==> src/rtl/cs_dma_pkg.sv <==
package cs_dma_pkg;
    localparam int MAX_UNIT_BYTES = 16;
    localparam int BUS_DATA_W     = 8 * MAX_UNIT_BYTES;

    localparam logic [1:0] REG_SRC = 2'd0;
    localparam logic [1:0] REG_DST = 2'd1;
    localparam logic [1:0] REG_CNT = 2'd2;
    localparam logic [1:0] REG_CTL = 2'd3;

    localparam int CTL_EN   = 0;
    localparam int CTL_SZ   = 1;
    localparam int CTL_DONE = 3;
    localparam int CTL_HALF = 4;

    typedef enum logic [2:0] {
        ST_IDLE,
        ST_ASK,
        ST_READ,
        ST_WRITE,
        ST_YIELD
    } mv_st_e;

    function automatic logic [4:0] unit_bytes(input logic [1:0] code);
        unique case (code)
            2'd0:    unit_bytes = 5'd1;
            2'd1:    unit_bytes = 5'd2;
            2'd2:    unit_bytes = 5'd4;
            default: unit_bytes = 5'd16;
        endcase
    endfunction
endpackage

==> src/rtl/cs_dma_regport.sv <==
module cs_dma_regport
    import cs_dma_pkg::*;
#(
    parameter int ADDR_W = 32,
    parameter int CNT_W  = 16
) (
    input  logic              reg_wr,
    input  logic [1:0]        reg_addr,
    input  logic [ADDR_W-1:0] reg_wdata,
    input  logic              busy,
    input  logic [ADDR_W-1:0] cur_src,
    input  logic [ADDR_W-1:0] cur_dst,
    input  logic [CNT_W-1:0]  cur_cnt,
    input  logic [1:0]        cur_size,
    input  logic              cur_done,
    input  logic              cur_half,
    output logic              ld_src,
    output logic              ld_dst,
    output logic              ld_cnt,
    output logic              ld_size,
    output logic              start,
    output logic              clr_flags,
    output logic [ADDR_W-1:0] reg_rdata
);
    logic ctl_wr;

    always_comb begin
        ctl_wr    = reg_wr && (reg_addr == REG_CTL);
        // programming writes are locked out while the channel runs
        ld_src    = reg_wr && (reg_addr == REG_SRC) && !busy;
        ld_dst    = reg_wr && (reg_addr == REG_DST) && !busy;
        ld_cnt    = reg_wr && (reg_addr == REG_CNT) && !busy;
        ld_size   = ctl_wr && !busy;
        start     = ctl_wr && !busy && reg_wdata[CTL_EN];
        clr_flags = ctl_wr && reg_wdata[CTL_DONE];

        reg_rdata = '0;
        unique case (reg_addr)
            REG_SRC: reg_rdata = cur_src;
            REG_DST: reg_rdata = cur_dst;
            REG_CNT: reg_rdata = {{(ADDR_W-CNT_W){1'b0}}, cur_cnt};
            default: begin
                reg_rdata[CTL_EN]            = busy;
                reg_rdata[CTL_SZ +: 2]       = cur_size;
                reg_rdata[CTL_DONE]          = cur_done;
                reg_rdata[CTL_HALF]          = cur_half;
            end
        endcase
    end
endmodule

==> src/rtl/cs_dma_mover.sv <==
module cs_dma_mover
    import cs_dma_pkg::*;
#(
    parameter int ADDR_W = 32,
    parameter int CNT_W  = 16
) (
    input  logic                  clk,
    input  logic                  rst_n,
    input  logic                  ld_src,
    input  logic                  ld_dst,
    input  logic                  ld_cnt,
    input  logic                  ld_size,
    input  logic                  start,
    input  logic                  clr_flags,
    input  logic [ADDR_W-1:0]     wr_data,
    input  logic                  bus_gnt,
    input  logic                  bus_ack,
    input  logic [BUS_DATA_W-1:0] bus_rdata,
    output logic [ADDR_W-1:0]     src_o,
    output logic [ADDR_W-1:0]     dst_o,
    output logic [CNT_W-1:0]      cnt_o,
    output logic [1:0]            size_o,
    output logic                  busy,
    output logic                  done,
    output logic                  half,
    output logic                  bus_req,
    output logic                  bus_cmd,
    output logic                  bus_we,
    output logic [ADDR_W-1:0]     bus_addr,
    output logic [1:0]            bus_size,
    output logic [BUS_DATA_W-1:0] bus_wdata
);
    localparam logic [CNT_W-1:0] CNT_ONE = CNT_W'(1);

    typedef struct packed {
        mv_st_e                st;
        logic [ADDR_W-1:0]     src;
        logic [ADDR_W-1:0]     dst;
        logic [CNT_W-1:0]      cnt;
        logic [CNT_W-1:0]      mark;
        logic [1:0]            size;
        logic [BUS_DATA_W-1:0] hold;
        logic                  done;
        logic                  half;
    } mv_t;

    mv_t q, d;
    logic [ADDR_W-1:0] step;
    logic [CNT_W-1:0]  left;

    always_comb begin
        d    = q;
        step = ADDR_W'(unit_bytes(q.size));
        left = q.cnt - CNT_ONE;

        if (ld_src)  d.src  = wr_data;
        if (ld_dst)  d.dst  = wr_data;
        if (ld_cnt)  d.cnt  = wr_data[CNT_W-1:0];
        if (ld_size) d.size = wr_data[CTL_SZ +: 2];
        if (clr_flags) begin
            d.done = 1'b0;
            d.half = 1'b0;
        end

        unique case (q.st)
            ST_IDLE: begin
                if (start) begin
                    d.half = 1'b0;
                    if (q.cnt == '0) begin
                        d.done = 1'b1;
                    end else begin
                        d.done = 1'b0;
                        d.mark = q.cnt >> 1;
                        d.st   = ST_ASK;
                    end
                end
            end
            ST_ASK: begin
                if (bus_gnt) d.st = ST_READ;
            end
            ST_READ: begin
                if (bus_ack) begin
                    d.hold = bus_rdata;
                    d.st   = ST_WRITE;
                end
            end
            ST_WRITE: begin
                if (bus_ack) begin
                    d.src = q.src + step;
                    d.dst = q.dst + step;
                    d.cnt = left;
                    if (left == q.mark) d.half = 1'b1;
                    if (left == '0) begin
                        d.done = 1'b1;
                        d.st   = ST_IDLE;
                    end else begin
                        d.st   = ST_YIELD;
                    end
                end
            end
            default: d.st = ST_ASK;
        endcase
    end

    always_ff @(posedge clk) begin
        if (!rst_n) begin
            q <= '0;
        end else begin
            q <= d;
        end
    end

    always_comb begin
        src_o     = q.src;
        dst_o     = q.dst;
        cnt_o     = q.cnt;
        size_o    = q.size;
        busy      = (q.st != ST_IDLE);
        done      = q.done;
        half      = q.half;
        bus_req   = (q.st == ST_ASK) || (q.st == ST_READ) || (q.st == ST_WRITE);
        bus_cmd   = (q.st == ST_READ) || (q.st == ST_WRITE);
        bus_we    = (q.st == ST_WRITE);
        bus_addr  = (q.st == ST_WRITE) ? q.dst : q.src;
        bus_size  = q.size;
        bus_wdata = q.hold;
    end
endmodule

==> src/rtl/cs_dma_engine.sv <==
module cs_dma_engine
    import cs_dma_pkg::*;
#(
    parameter int ADDR_W = 32,
    parameter int CNT_W  = 16
) (
    input  logic                  clk,
    input  logic                  rst_n,
    input  logic                  reg_wr,
    input  logic [1:0]            reg_addr,
    input  logic [ADDR_W-1:0]     reg_wdata,
    output logic [ADDR_W-1:0]     reg_rdata,
    output logic                  bus_req,
    input  logic                  bus_gnt,
    output logic                  bus_cmd,
    output logic                  bus_we,
    output logic [ADDR_W-1:0]     bus_addr,
    output logic [1:0]            bus_size,
    output logic [BUS_DATA_W-1:0] bus_wdata,
    input  logic [BUS_DATA_W-1:0] bus_rdata,
    input  logic                  bus_ack,
    output logic                  irq_done,
    output logic                  irq_half
);
    logic              ld_src, ld_dst, ld_cnt, ld_size, start, clr_flags;
    logic              busy, done, half;
    logic [ADDR_W-1:0] cur_src, cur_dst;
    logic [CNT_W-1:0]  cur_cnt;
    logic [1:0]        cur_size;

    cs_dma_regport #(.ADDR_W(ADDR_W), .CNT_W(CNT_W)) u_regport (
        .reg_wr    (reg_wr),
        .reg_addr  (reg_addr),
        .reg_wdata (reg_wdata),
        .busy      (busy),
        .cur_src   (cur_src),
        .cur_dst   (cur_dst),
        .cur_cnt   (cur_cnt),
        .cur_size  (cur_size),
        .cur_done  (done),
        .cur_half  (half),
        .ld_src    (ld_src),
        .ld_dst    (ld_dst),
        .ld_cnt    (ld_cnt),
        .ld_size   (ld_size),
        .start     (start),
        .clr_flags (clr_flags),
        .reg_rdata (reg_rdata)
    );

    cs_dma_mover #(.ADDR_W(ADDR_W), .CNT_W(CNT_W)) u_mover (
        .clk       (clk),
        .rst_n     (rst_n),
        .ld_src    (ld_src),
        .ld_dst    (ld_dst),
        .ld_cnt    (ld_cnt),
        .ld_size   (ld_size),
        .start     (start),
        .clr_flags (clr_flags),
        .wr_data   (reg_wdata),
        .bus_gnt   (bus_gnt),
        .bus_ack   (bus_ack),
        .bus_rdata (bus_rdata),
        .src_o     (cur_src),
        .dst_o     (cur_dst),
        .cnt_o     (cur_cnt),
        .size_o    (cur_size),
        .busy      (busy),
        .done      (done),
        .half      (half),
        .bus_req   (bus_req),
        .bus_cmd   (bus_cmd),
        .bus_we    (bus_we),
        .bus_addr  (bus_addr),
        .bus_size  (bus_size),
        .bus_wdata (bus_wdata)
    );

    assign irq_done = done;
    assign irq_half = half;
endmodule

==> config.mk <==
export PLATFORM = sky130hd
export DESIGN_NAME = cs_dma_engine
export DESIGN_NICKNAME = d
export VERILOG_FILES = /design/src/rtl/cs_dma_pkg.sv /design/src/rtl/cs_dma_regport.sv /design/src/rtl/cs_dma_mover.sv /design/src/rtl/cs_dma_engine.sv
export SDC_FILE = /design/constraint.sdc
export NUM_CORES = 1
export LEC_CHECK = 0
export ABC_AREA = 1
export BUFFER_PORTS_ARGS = -buffer_cell sky130_fd_sc_hd__buf_2
export CORE_ASPECT_RATIO = 0.6
export CORE_MARGIN = 3
export CORE_UTILIZATION = 45
export CTS_BUF_LIST = sky130_fd_sc_hd__clkbuf_8
export CTS_CLUSTER_SIZE = 10
export DETAILED_ROUTE_END_ITERATION = 8
export GPL_ROUTABILITY_DRIVEN = 0
export PLACE_DENSITY = 0.7
export SLEW_MARGIN = 5
export SYNTH_ARGS = -nofsm -noshare
export SYNTH_HDL_FRONTEND = slang
export SYNTH_SLANG_ARGS = --single-unit
==> constraint.sdc <==
create_clock -name clk -period 3 [get_ports clk]
set_input_delay 0.3 -clock clk [delete_from_list [all_inputs] [get_ports clk]]
set_output_delay 0.3 -clock clk [all_outputs]
set_load 0.01 [all_outputs]
# Word level (Yosys, flattened, before mapping)
# Index checks and enable logic that the tools add are counted.
# totals
regBits	230
latch_bits	0
ram_bits	0
romBits	0
in_bits	167
elab_cells	72
mem_count	0
# op_classes
n_addsub	3
n_mul	0
n_div	0
n_lt_le_gt_ge	0
eq_ne	14
n_shift	0
mux	22
bitwise_logic	1
reduce_logical	23
# ops
cell	n
2-to-1 mux 32 bit	3
2-to-1 mux 83 bit	1
case mux 27 bit (3 select lines)	1
2-to-1 mux 80 bit	1
adder 32 x 5 -> 32 bit	2
logical NOT 16 bit	2
case mux 5 bit (3 select lines)	2
equality test 16 x 15 -> 1 bit	1
2-to-1 mux 16 bit	1
subtractor 16 x 1 -> 16 bit, second input constant	1
2-to-1 mux 3 bit	5
case mux 3 bit (4 select lines)	1
logical AND 1 bit	10
!= test 2 bit, second input constant	4
equality test 2 bit, second input constant	3
equality test 3 x 2 -> 1 bit, second input constant	2
2-to-1 mux 2 bit	3
AND reduction 5 bit	1
equality test 2 x 1 -> 1 bit, second input constant	2
logical NOT 2 bit	2
case mux 2 bit (2 select lines)	1
equality test 3 x 1 -> 1 bit, second input constant	1
logical NOT 3 bit	1
logical OR 1 bit	3
7 further kinds	9

# Depth between registers and ports, before layout
# Gate-level depths: netlist of run 1.
# depth
depth_word	7
depth_mapped	20

# By module
# From an unflattened synthesis of run 1, not the netlist that was laid out.
# hier_totals
hier_cells	2154
hier_area_um2	14051.0
# by_module_without_submodules
module	instances	cells_each	area_per_inst_um2	seq_area_each_um2
cs_dma_mover	1	2012	13380.3	4604.4
cs_dma_regport	1	142	670.6	0.0

# Worst setup path before layout of run 1
# OpenSTA, ideal clock, no wires.
# synth_timing
path_type	register to register
startpoint	reg u_mover.q (netlist bit u_mover.bus_size[0])
endpoint	reg u_mover.q (netlist bit u_mover.dst_o[24])
arrival_time_ns	2.143
setup_slack_ns	0.743
path_stages_with_launch	18
n_path_buf	0
path_cell_list	dfxtp_1 > nor2_1 > ha_1 > inv_1 > fa_1 > inv_1 > nand2_1 > nand2_1 > nand2_2 > nand2_2 > nand2_2 > nor2_4 > nand2_4 > nor2_4 > and3_1 > nor2_1 > o21bai_1 > inv_1
# synth_via
elab_chain_cells	5
elab_cells_between_ends	7
classes_between	1 x add/sub; 2 x eq/ne; 3 x mux; 1 x reduce/logical
# synth_rtl
element	line_no	text
start: declaration	cs_dma_mover.sv:47	mv_t q, d;
start signal: assignment	cs_dma_mover.sv:107	q <= '0;
start signal: assignment	cs_dma_mover.sv:109	q <= d;
equality test 2 bit, or another cell as far along	cs_dma_pkg.sv:24	unique case (code)
case mux 5 bit (3 select lines) (*)	cs_dma_pkg.sv:24	
adder 32 x 5 -> 32 bit (*)	cs_dma_mover.sv:90	d.dst = q.dst + step;
2-to-1 mux 83 bit (*)	cs_dma_mover.sv:88	if (bus_ack) begin
2-to-1 mux 80 bit (*)	cs_dma_mover.sv:65	unique case (q.st)
# Mark *: on every way between the ends. The rest lies on a longest branch, timed or not. The select of a mux whose other input is x is not followed.
# A chain may end at the register's enable or synchronous reset.

# Final worst setup path of run 1
# layout_timing
startpoint	reg u_mover.q[228] (netlist name)
endpoint	out bus_addr[26]
# layout_via
elab_chain_cells	2
# layout_rtl
element	line_no	text
equality test 3 x 2 -> 1 bit	cs_dma_mover.sv:124	bus_addr = (q.st == ST_WRITE) ? q.dst : q.src;
2-to-1 mux 32 bit	cs_dma_mover.sv:124	
end: declaration	cs_dma_engine.sv:17	output logic [ADDR_W-1:0] bus_addr,
# No other way between the ends.

==> run summary, run 1 <==
OUTCOME
------------------------------------------------------------------------------------------------------
Result of the run                                                                         complete, no violations

WORST SETUP PATH
------------------------------------------------------------------------------------------------------
Library cell contributing the largest single delay on the critical path                   sky130_fd_sc_hd__buf_4
Endpoint class of the critical path                                                        output port
Arrival @ worst endpoint                                                                       2.45 ns
Worst r2r path cells                                                                                20
Maximum single-stage delay on the critical path                                                0.50 ns
Slack of the worst reg-to-reg path                                                             0.34 ns
Required time of the critical path                                                             2.70 ns
Crit path launch type                                                                        flip-flop
Crit path cell chain                                                                      inv_1 > nor2_2 > inv_2 > nor2_4 > buf_4 > nand2_1 > o21ai_0 > buf_2
Critical path fanouts, max                                                                          59
Worst Path Class, Setup                                                                     reg -> out

SYNTH
------------------------------------------------------------------------------------------------------
Number of nets produced by synthesis                                                              2175
Number of enable flip-flop cells after synthesis                                                     0
Proportion of netlist area held by the largest area contributor                                 0.3458
Share of async-settable or async-resettable flops after synthesis                                    0
Library cell with the largest summed area after synthesis                                 sky130_fd_sc_hd__dfxtp_1
Gate count of the mapped netlist                                                                  1996
Number of warning messages in the yosys log                                                          0
Syn Std Cell Area                                                                            13310 µm²
#FFs+latches synth                                                                                 230
Most used flip-flop cell after synthesis                                                  sky130_fd_sc_hd__dfxtp_1
Post-synthesis cell type count                                                                      43
Mean instance size in the synthesized netlist                                                6.670 µm²
Fraction of the yosys area taken by sequential cells                                            0.3458
Cell types occupying the most area after synthesis                                        sky130_fd_sc_hd__dfxtp_1 35%, sky130_fd_sc_hd__o21ai_0 11%, sky130_fd_sc_hd__inv_1 9.2%, sky130_fd_sc_hd__a21oi_1 8.7%, sky130_fd_sc_hd__nand2_1 8.2%

TIMING
------------------------------------------------------------------------------------------------------
Pins Over Slew Limit                                                                                 0
Max Clock Skew                                                                              0.01967 ns
Final hold violation count                                                                           0
Maximum clock rate                                                                           363.0 MHz
Headroom to the max-slew limit                                                                  0.4230
Setup violators final                                                                                0
Clock period minus final worst setup slack                                                    2.755 ns
Post-route fraction of the period consumed by the critical path                                 0.9182
Slew at the pin with the worst max-slew slack                                                0.8645 ns
Summed negative setup slack over all endpoints                                                    0 ns
Final worst-path setup slack                                                                 0.2454 ns
Unrepaired setup endpoints after global routing                                                  false

CLOCK TREE
------------------------------------------------------------------------------------------------------
Clock latency on the worst-skew pair                                                           0.54 ns
CTS tree                                                                                           yes
H-tree lvl count                                                                                     2
Number of gates resized after CTS                                                                    0
Clock transition at the register clock pins on the worst setup and hold paths after CTS        0.06 ns
Buffer count from post-CTS setup fixing                                                              0
Clock sink count                                                                                   230
Max clock buf depth                                                                                  3
Number of buffers inserted during clock tree synthesis                                              38
Root Buffer                                                                               sky130_fd_sc_hd__clkbuf_8
Hold buffer count at cts                                                                            21

CELLS AND AREA
------------------------------------------------------------------------------------------------------
NumNets Final                                                                                     2395
Combined area of the multi-input logic cells                                                  6048 µm²
Top library cells by usage in the layout, fill and taps aside                             364 x sky130_fd_sc_hd__buf_2, 333 x sky130_fd_sc_hd__inv_1, 290 x sky130_fd_sc_hd__nand2_1, 289 x sky130_fd_sc_hd__o21ai_0, 232 x sky130_fd_sc_hd__a21oi_1
Most common cell after layout, fill and taps aside                                        sky130_fd_sc_hd__buf_2
Final std cell area, no fill                                                                 15410 µm²
Core occupancy in the finished layout                                                           0.5323
Filler Cells Inserted                                                                             2816
Fraction of final layout cells sized beyond drive strength 1                                    0.2168
Combined flip-flop and latch cell area                                                        4604 µm²
Area growth from synthesis to final layout                                                      15.73%

ROUTE
------------------------------------------------------------------------------------------------------
Via density                                                                                      5.294
Drt drc                                                                                              0
Overall routed net length                                                                     45300 µm
Final routed wire length divided by cell count                                                17.16 µm
Remaining antenna violation count after routing                                                      0
Starting DRC count in detailed routing                                                            1606
Count of TritonRoute iterations in the first routing pass                                            6
Vias after detailed routing                                                                      13980

PLACEMENT
------------------------------------------------------------------------------------------------------
Cell area after placement                                                                    14480 µm²
Number of buffers added on ports                                                                   365
Post-DP HPWL                                                                                  33890 µm
Place WS                                                                                     0.3830 ns

FLOORPLANNING
------------------------------------------------------------------------------------------------------
Total Die Area                                                                               31750 µm²
Initial cell density of the core                                                                0.4599
Die span in x                                                                                 228.1 µm
Area of the core region                                                                      28950 µm²
Die Height                                                                                    139.2 µm
I/O pin count                                                                                      366
Placement Rows                                                                                      48

HOLD PATH
------------------------------------------------------------------------------------------------------
HP Class                                                                                     in -> reg
Worst Hold Path Cells                                                                                3

GLOBAL ROUTING
------------------------------------------------------------------------------------------------------
Number of antenna violations at the first check in global routing                                    4
Remaining global-route overflow                                                                      0
Largest net degree at the start of global routing                                                   99
Total global-route track usage                                                                  0.2705
Via count of the first global-routing pass                                                       12630
First-pass GRT wire length                                                                    69660 µm

PWR
------------------------------------------------------------------------------------------------------
Static power due to leakage                                                                   6.988 nW
Peak supply drop                                                                             0.3072 mV
Pwr Density                                                                               511.8 nW/µm²
Total power consumption of the routed design                                                  7.887 mW

RUN
------------------------------------------------------------------------------------------------------
Max-Cap Viols                                                                                        0

-- cells by family (layout without fill, tap and decap cells) --
kind of cell	Yosys count	count (layout)	share of synthesized area
fa+ha+maj	12	12	0.01240
other cells	0	3	0
xor+xnor	18	18	0.01184
simple gates	566	566	0.1865
buf+inv	563	804	0.2008
compound gates	607	607	0.2426
flops	230	230	0.3458
-- sequential cells by signal (all words and copies together), names as in the netlist --
| signal | count |
|---|---|
| u_mover.src_o | 32 |
| u_mover.half | 1 |
| u_mover.q | 18 |
| u_mover.bus_wdata | 128 |
| u_mover.done | 1 |
| u_mover.cnt_o | 16 |
| u_mover.bus_size | 2 |
| u_mover.dst_o | 32 |
-- per-layer routing --
metal / up-vias / part of all wire / track usage
li1: 6793 / - / -
met1: 6376 / 0.45 / 0.3968
met2: 729 / 0.41 / 0.3880
met3: 77 / 0.12 / 0.07651
met4: 2 / 0.020 / 0.07067
met5: - / 0.00029 / 0
-- per-stage QoR --
step                hold WS (ns)  cells
global route             0.02494   2640
global placement          0.4279   2555
CTS                    0.0006408   2637
floorplan                 0.4240   1996
detailed placement        0.4316   2555
finish                   0.03997   2640
-- critical path, delay by kind of cell, from the launching register on --
| family | cells | cell delay [ns] |
|---|---|---|
| AND/OR/NAND/NOR | 3 | 0.37 |
| flip-flops | 1 | 0.32 |
| AO/OA/AOI/OAI | 1 | 0.29 |
| buffers and inverters | 4 | 0.88 |
-- final timing paths --
kind	start	end
max	u_mover.q[228]	bus_addr[26]
min	bus_rdata[104]	u_mover.bus_wdata[104]
max reg2reg	u_mover.bus_size[0]	u_mover.dst_o[20]
min reg2reg	u_mover.bus_wdata[108]	u_mover.bus_wdata[108]
-- cell usage after synthesis (17+ instances only) --
library cell	count
sky130_fd_sc_hd__xor2_1	18
sky130_fd_sc_hd__nor2_1	117
sky130_fd_sc_hd__o21ai_0	289
sky130_fd_sc_hd__buf_4	137
sky130_fd_sc_hd__a21oi_1	232
sky130_fd_sc_hd__dfxtp_1	230
sky130_fd_sc_hd__clkbuf_1	68
sky130_fd_sc_hd__inv_1	325
sky130_fd_sc_hd__nor3_1	17
sky130_fd_sc_hd__o22ai_1	20
sky130_fd_sc_hd__nand3_1	85
sky130_fd_sc_hd__nand2_1	290
sky130_fd_sc_hd__buf_2	19
-- where the power goes --
part | total [mW] | switching, mW | internal [mW]
Clock | 2.71 | 1.31 | 1.41
Sequential | 3.42 | 0.178 | 3.24
Combinational | 1.75 | 1.14 | 0.608
Total | 7.89 | 2.63 | 5.26
-- area by class of cell --
| cell class | count | area share |
|---|---|---|
| Multi-Input combinational cell | 1203 | 0.3925 |
| Sequential cell | 230 | 0.2988 |
| Timing Repair Buffer | 410 | 0.1481 |
| Inverter | 333 | 0.08112 |
| Clock buffer | 47 | 0.04198 |
| Tap cell | 400 | 0.03248 |
| Clock inverter | 14 | 0.004466 |
| Antenna cell | 3 | 0.0004872 |
No activity file was read; power rests on OpenSTA's default activity.
==> inputs of run 2 (changes only) <==
Settings changed: GPL_TIMING_DRIVEN set to 0, SKIP_LAST_GASP set to 1.
==> run 2 against run 1 <==
Against the previous run: utilization is 3.6 points higher; combinational power is 11% higher; worst setup slack worse by 0.18 ns; design area increased by 6.8%; critical path depth increased by 5; clock power is 3% higher; clock skew rose by 0.0082 ns; critical path type is now reg -> reg; critical endpoint is now u_mover.dst_o[15].
==> run summary, run 2 (synthesis results as in run 1) <==
ROUTE
------------------------------------------------------------------------------------------------------
Final routed wire length divided by cell count                                                19.39 µm   +13%
Via density                                                                                      5.458   +3.1%
Starting DRC count in detailed routing                                                            1963   +22%
Vias after detailed routing                                                                      15470   +11%
Overall routed net length                                                                     54970 µm   +21%
Count of TritonRoute iterations in the first routing pass                                            6   unchanged
Remaining antenna violation count after routing                                                      0   unchanged
Drt drc                                                                                              0   unchanged

WORST SETUP PATH
------------------------------------------------------------------------------------------------------
FF-to-FF Start                                                                            u_mover.bus_size[1]
Worst setup path startpoint                                                               u_mover.bus_size[1]
Worst Path Class, Setup                                                                     reg -> reg
Worst r2r path cells                                                                                13   -35%
Crit path launch type                                                                        flip-flop
Capture point of the worst path                                                           u_mover.dst_o[15]
Capture point of the worst reg-to-reg path                                                u_mover.dst_o[15]
Critical path fanouts, max                                                                           6   -90%
Endpoint class of the critical path                                                          flip-flop
Required time of the critical path                                                             3.46 ns   +0.76 ns
Slack of the worst reg-to-reg path                                                             0.06 ns   -0.28 ns
Arrival @ worst endpoint                                                                       3.40 ns   +0.95 ns

HOLD PATH
------------------------------------------------------------------------------------------------------
HP Class                                                                                     in -> reg
Min-Delay Startpoint                                                                      bus_rdata[111]

FLOORPLANNING
------------------------------------------------------------------------------------------------------
Total Die Area                                                                               31750 µm²   unchanged
I/O pin count                                                                                      366   unchanged
Area of the core region                                                                      28950 µm²   unchanged
Die span in x                                                                                 228.1 µm   unchanged
Die Height                                                                                    139.2 µm   unchanged
Placement Rows                                                                                      48   unchanged
Initial cell density of the core                                                                0.4599   unchanged

PWR
------------------------------------------------------------------------------------------------------
Share of total power in sequential cells                                                         0.420   -0.014
Static power due to leakage                                                                   7.744 nW   +11%
Switching power share of the total                                                              0.3425   +0.009601
Net switching power of the design                                                             2.799 mW   +6.6%
Pwr Density                                                                               496.3 nW/µm²   -3.0%
Power Internal                                                                                5.372 mW   +2.1%
Gate power share                                                                                 0.238   +0.016
Share of power burned in the clock network                                                       0.342   -0.002
Peak supply drop                                                                             0.3041 mV   -1.0%

GLOBAL ROUTING
------------------------------------------------------------------------------------------------------
Number of antenna violations at the first check in global routing                                    3   -1
Via count of the first global-routing pass                                                       14400   +14%
Largest net degree at the start of global routing                                                   11   -89%
Total global-route track usage                                                                  0.3289   +0.05837
First-pass GRT wire length                                                                    82010 µm   +18%
Remaining global-route overflow                                                                      0   unchanged

CLOCK TREE
------------------------------------------------------------------------------------------------------
Max clock buf depth                                                                                  3   unchanged
CTS tree                                                                                           yes
Clock latency on the worst-skew pair                                                           0.56 ns   +0.02 ns
Number of buffers inserted during clock tree synthesis                                              38   unchanged
Clock transition at the register clock pins on the worst setup and hold paths after CTS        0.06 ns   about the same
Root Buffer                                                                               sky130_fd_sc_hd__clkbuf_8
Clock sink count                                                                                   230   unchanged
H-tree lvl count                                                                                     2   unchanged

TIMING
------------------------------------------------------------------------------------------------------
Maximum clock rate                                                                           340.2 MHz   -6.3%
Unrepaired setup endpoints after global routing                                                   true
Max Clock Skew                                                                              0.02790 ns   +0.008225 ns
Fin Hold WS                                                                                 0.02676 ns   -0.01321 ns
Final hold violation count                                                                           0   unchanged
Setup violators final                                                                                0   unchanged
Pins Over Slew Limit                                                                                 0   unchanged
Slew at the pin with the worst max-slew slack                                                0.9582 ns   +0.09374 ns
Clock period minus final worst setup slack                                                    2.939 ns   +0.1844 ns
Final worst-path setup slack                                                                0.06097 ns   -0.1844 ns
Post-route fraction of the period consumed by the critical path                                 0.9797   +0.06148
Headroom to the max-slew limit                                                                  0.3612   -0.06186

CELLS AND AREA
------------------------------------------------------------------------------------------------------
Most common cell after layout, fill and taps aside                                        sky130_fd_sc_hd__buf_2
Fraction of final layout cells sized beyond drive strength 1                                    0.2565   +0.03967
Core occupancy in the finished layout                                                           0.5687   +0.03639
Area growth from synthesis to final layout                                                      23.64%
NumNets Final                                                                                     2589   +8.1%
Top library cells by usage in the layout, fill and taps aside                             384 x sky130_fd_sc_hd__buf_2, 338 x sky130_fd_sc_hd__inv_1, 289 x sky130_fd_sc_hd__nand2_1, 289 x sky130_fd_sc_hd__o21ai_0, 232 x sky130_fd_sc_hd__a21oi_1
Number of flip-flops under the largest register name                                               128   unchanged

OUTCOME
------------------------------------------------------------------------------------------------------
Result of the run                                                                         complete, no violations

PLACEMENT
------------------------------------------------------------------------------------------------------
Place WS                                                                                     0.1576 ns   -0.2254 ns
Post-DP HPWL                                                                                  43070 µm   +27%
Number of buffers added on ports                                                                   365   unchanged

RUN
------------------------------------------------------------------------------------------------------
Max-Cap Viols                                                                                        0   unchanged

==> run 2: worst min-delay path by stage <==
stage	slack, ns	depth (start not counted)	endpoint
after floorplan	0.42	2	u_mover.bus_wdata[0]
after global placement	0.43	2	u_mover.bus_wdata[52]
after CTS	0.0004	3	u_mover.bus_wdata[74]
after global routing	0.01	3	u_mover.bus_wdata[78]
after detailed placement	0.44	2	u_mover.bus_wdata[50]
final	0.03	3	u_mover.bus_wdata[111]
==> run 2: power by group through the flow <==
stage / Clock, mW / Combinational, mW / Sequential [mW]
5_1_grt: 2.97 / 2.12 / 3.44
3_5_place_dp: 0 / 1.87 / 3.48
4_1_cts: 2.84 / 1.88 / 3.41
3_3_place_gp: 0 / 1.83 / 3.47
6_report: 2.80 / 1.95 / 3.43
2_1_floorplan: 0 / 1.18 / 3.43
==> run 2: per-stage QoR <==
stage	cell area (µm²)	std cells	setup TNS, ns	total power [mW]
5_1_grt	16460	2835	-0.06062	8.529
6_report	16460	2835	0	8.171
3_5_place_dp	15640	2761	0	5.346
3_3_place_gp	15640	2761	0	5.302
4_1_cts	16420	2829	0	8.136
2_1_floorplan	13310	1996	0	4.610
==> run 2: repair_timing <==
| item | in CTS | in global routing |
|---|---|---|
| hold buffers | 5 | 0 |
| resized for setup | 0 | 4 |
| setup buffers | 0 | 4 |
| endpoints found under the hold margin | 5 | 0 |
| setup endpoints to repair | 0 | 14 |
==> run 2: final cells by class <==
cell class              count  area [µm²]
flip-flops and latches    230        4604
plain buffers             230        1425
fillers                  2930       12490
diodes                      2       5.005
repair buffers            374        1907
clock buffers              45       619.3
clock inverters            18       107.6
multi-input cells        1203        6043
well taps                 400       500.5
inverters                 333        1250
==> run 2: metal layers <==
layer / part of all wire / track usage
met5: 0.0024 / 0.01488
met4: 0.034 / 0.1068
met1: 0.41 / 0.4453
met2: 0.40 / 0.4553
met3: 0.16 / 0.1588
==> run 2: critical path, cell delays in order, from the launching register on <==
cell	delay, ns
sky130_fd_sc_hd__dfxtp_1	0.39
sky130_fd_sc_hd__inv_1	0.11
sky130_fd_sc_hd__nand2_1	0.18
sky130_fd_sc_hd__inv_1	0.12
sky130_fd_sc_hd__ha_1	0.28
sky130_fd_sc_hd__nand3_1	0.08
sky130_fd_sc_hd__nand3_1	0.15
sky130_fd_sc_hd__a21oi_1	0.53
sky130_fd_sc_hd__inv_1	0.32
sky130_fd_sc_hd__nand3_2	0.18
sky130_fd_sc_hd__or2_2	0.12
sky130_fd_sc_hd__nand3_1	0.20
sky130_fd_sc_hd__nand3_1	0.15
sky130_fd_sc_hd__inv_1	0.04
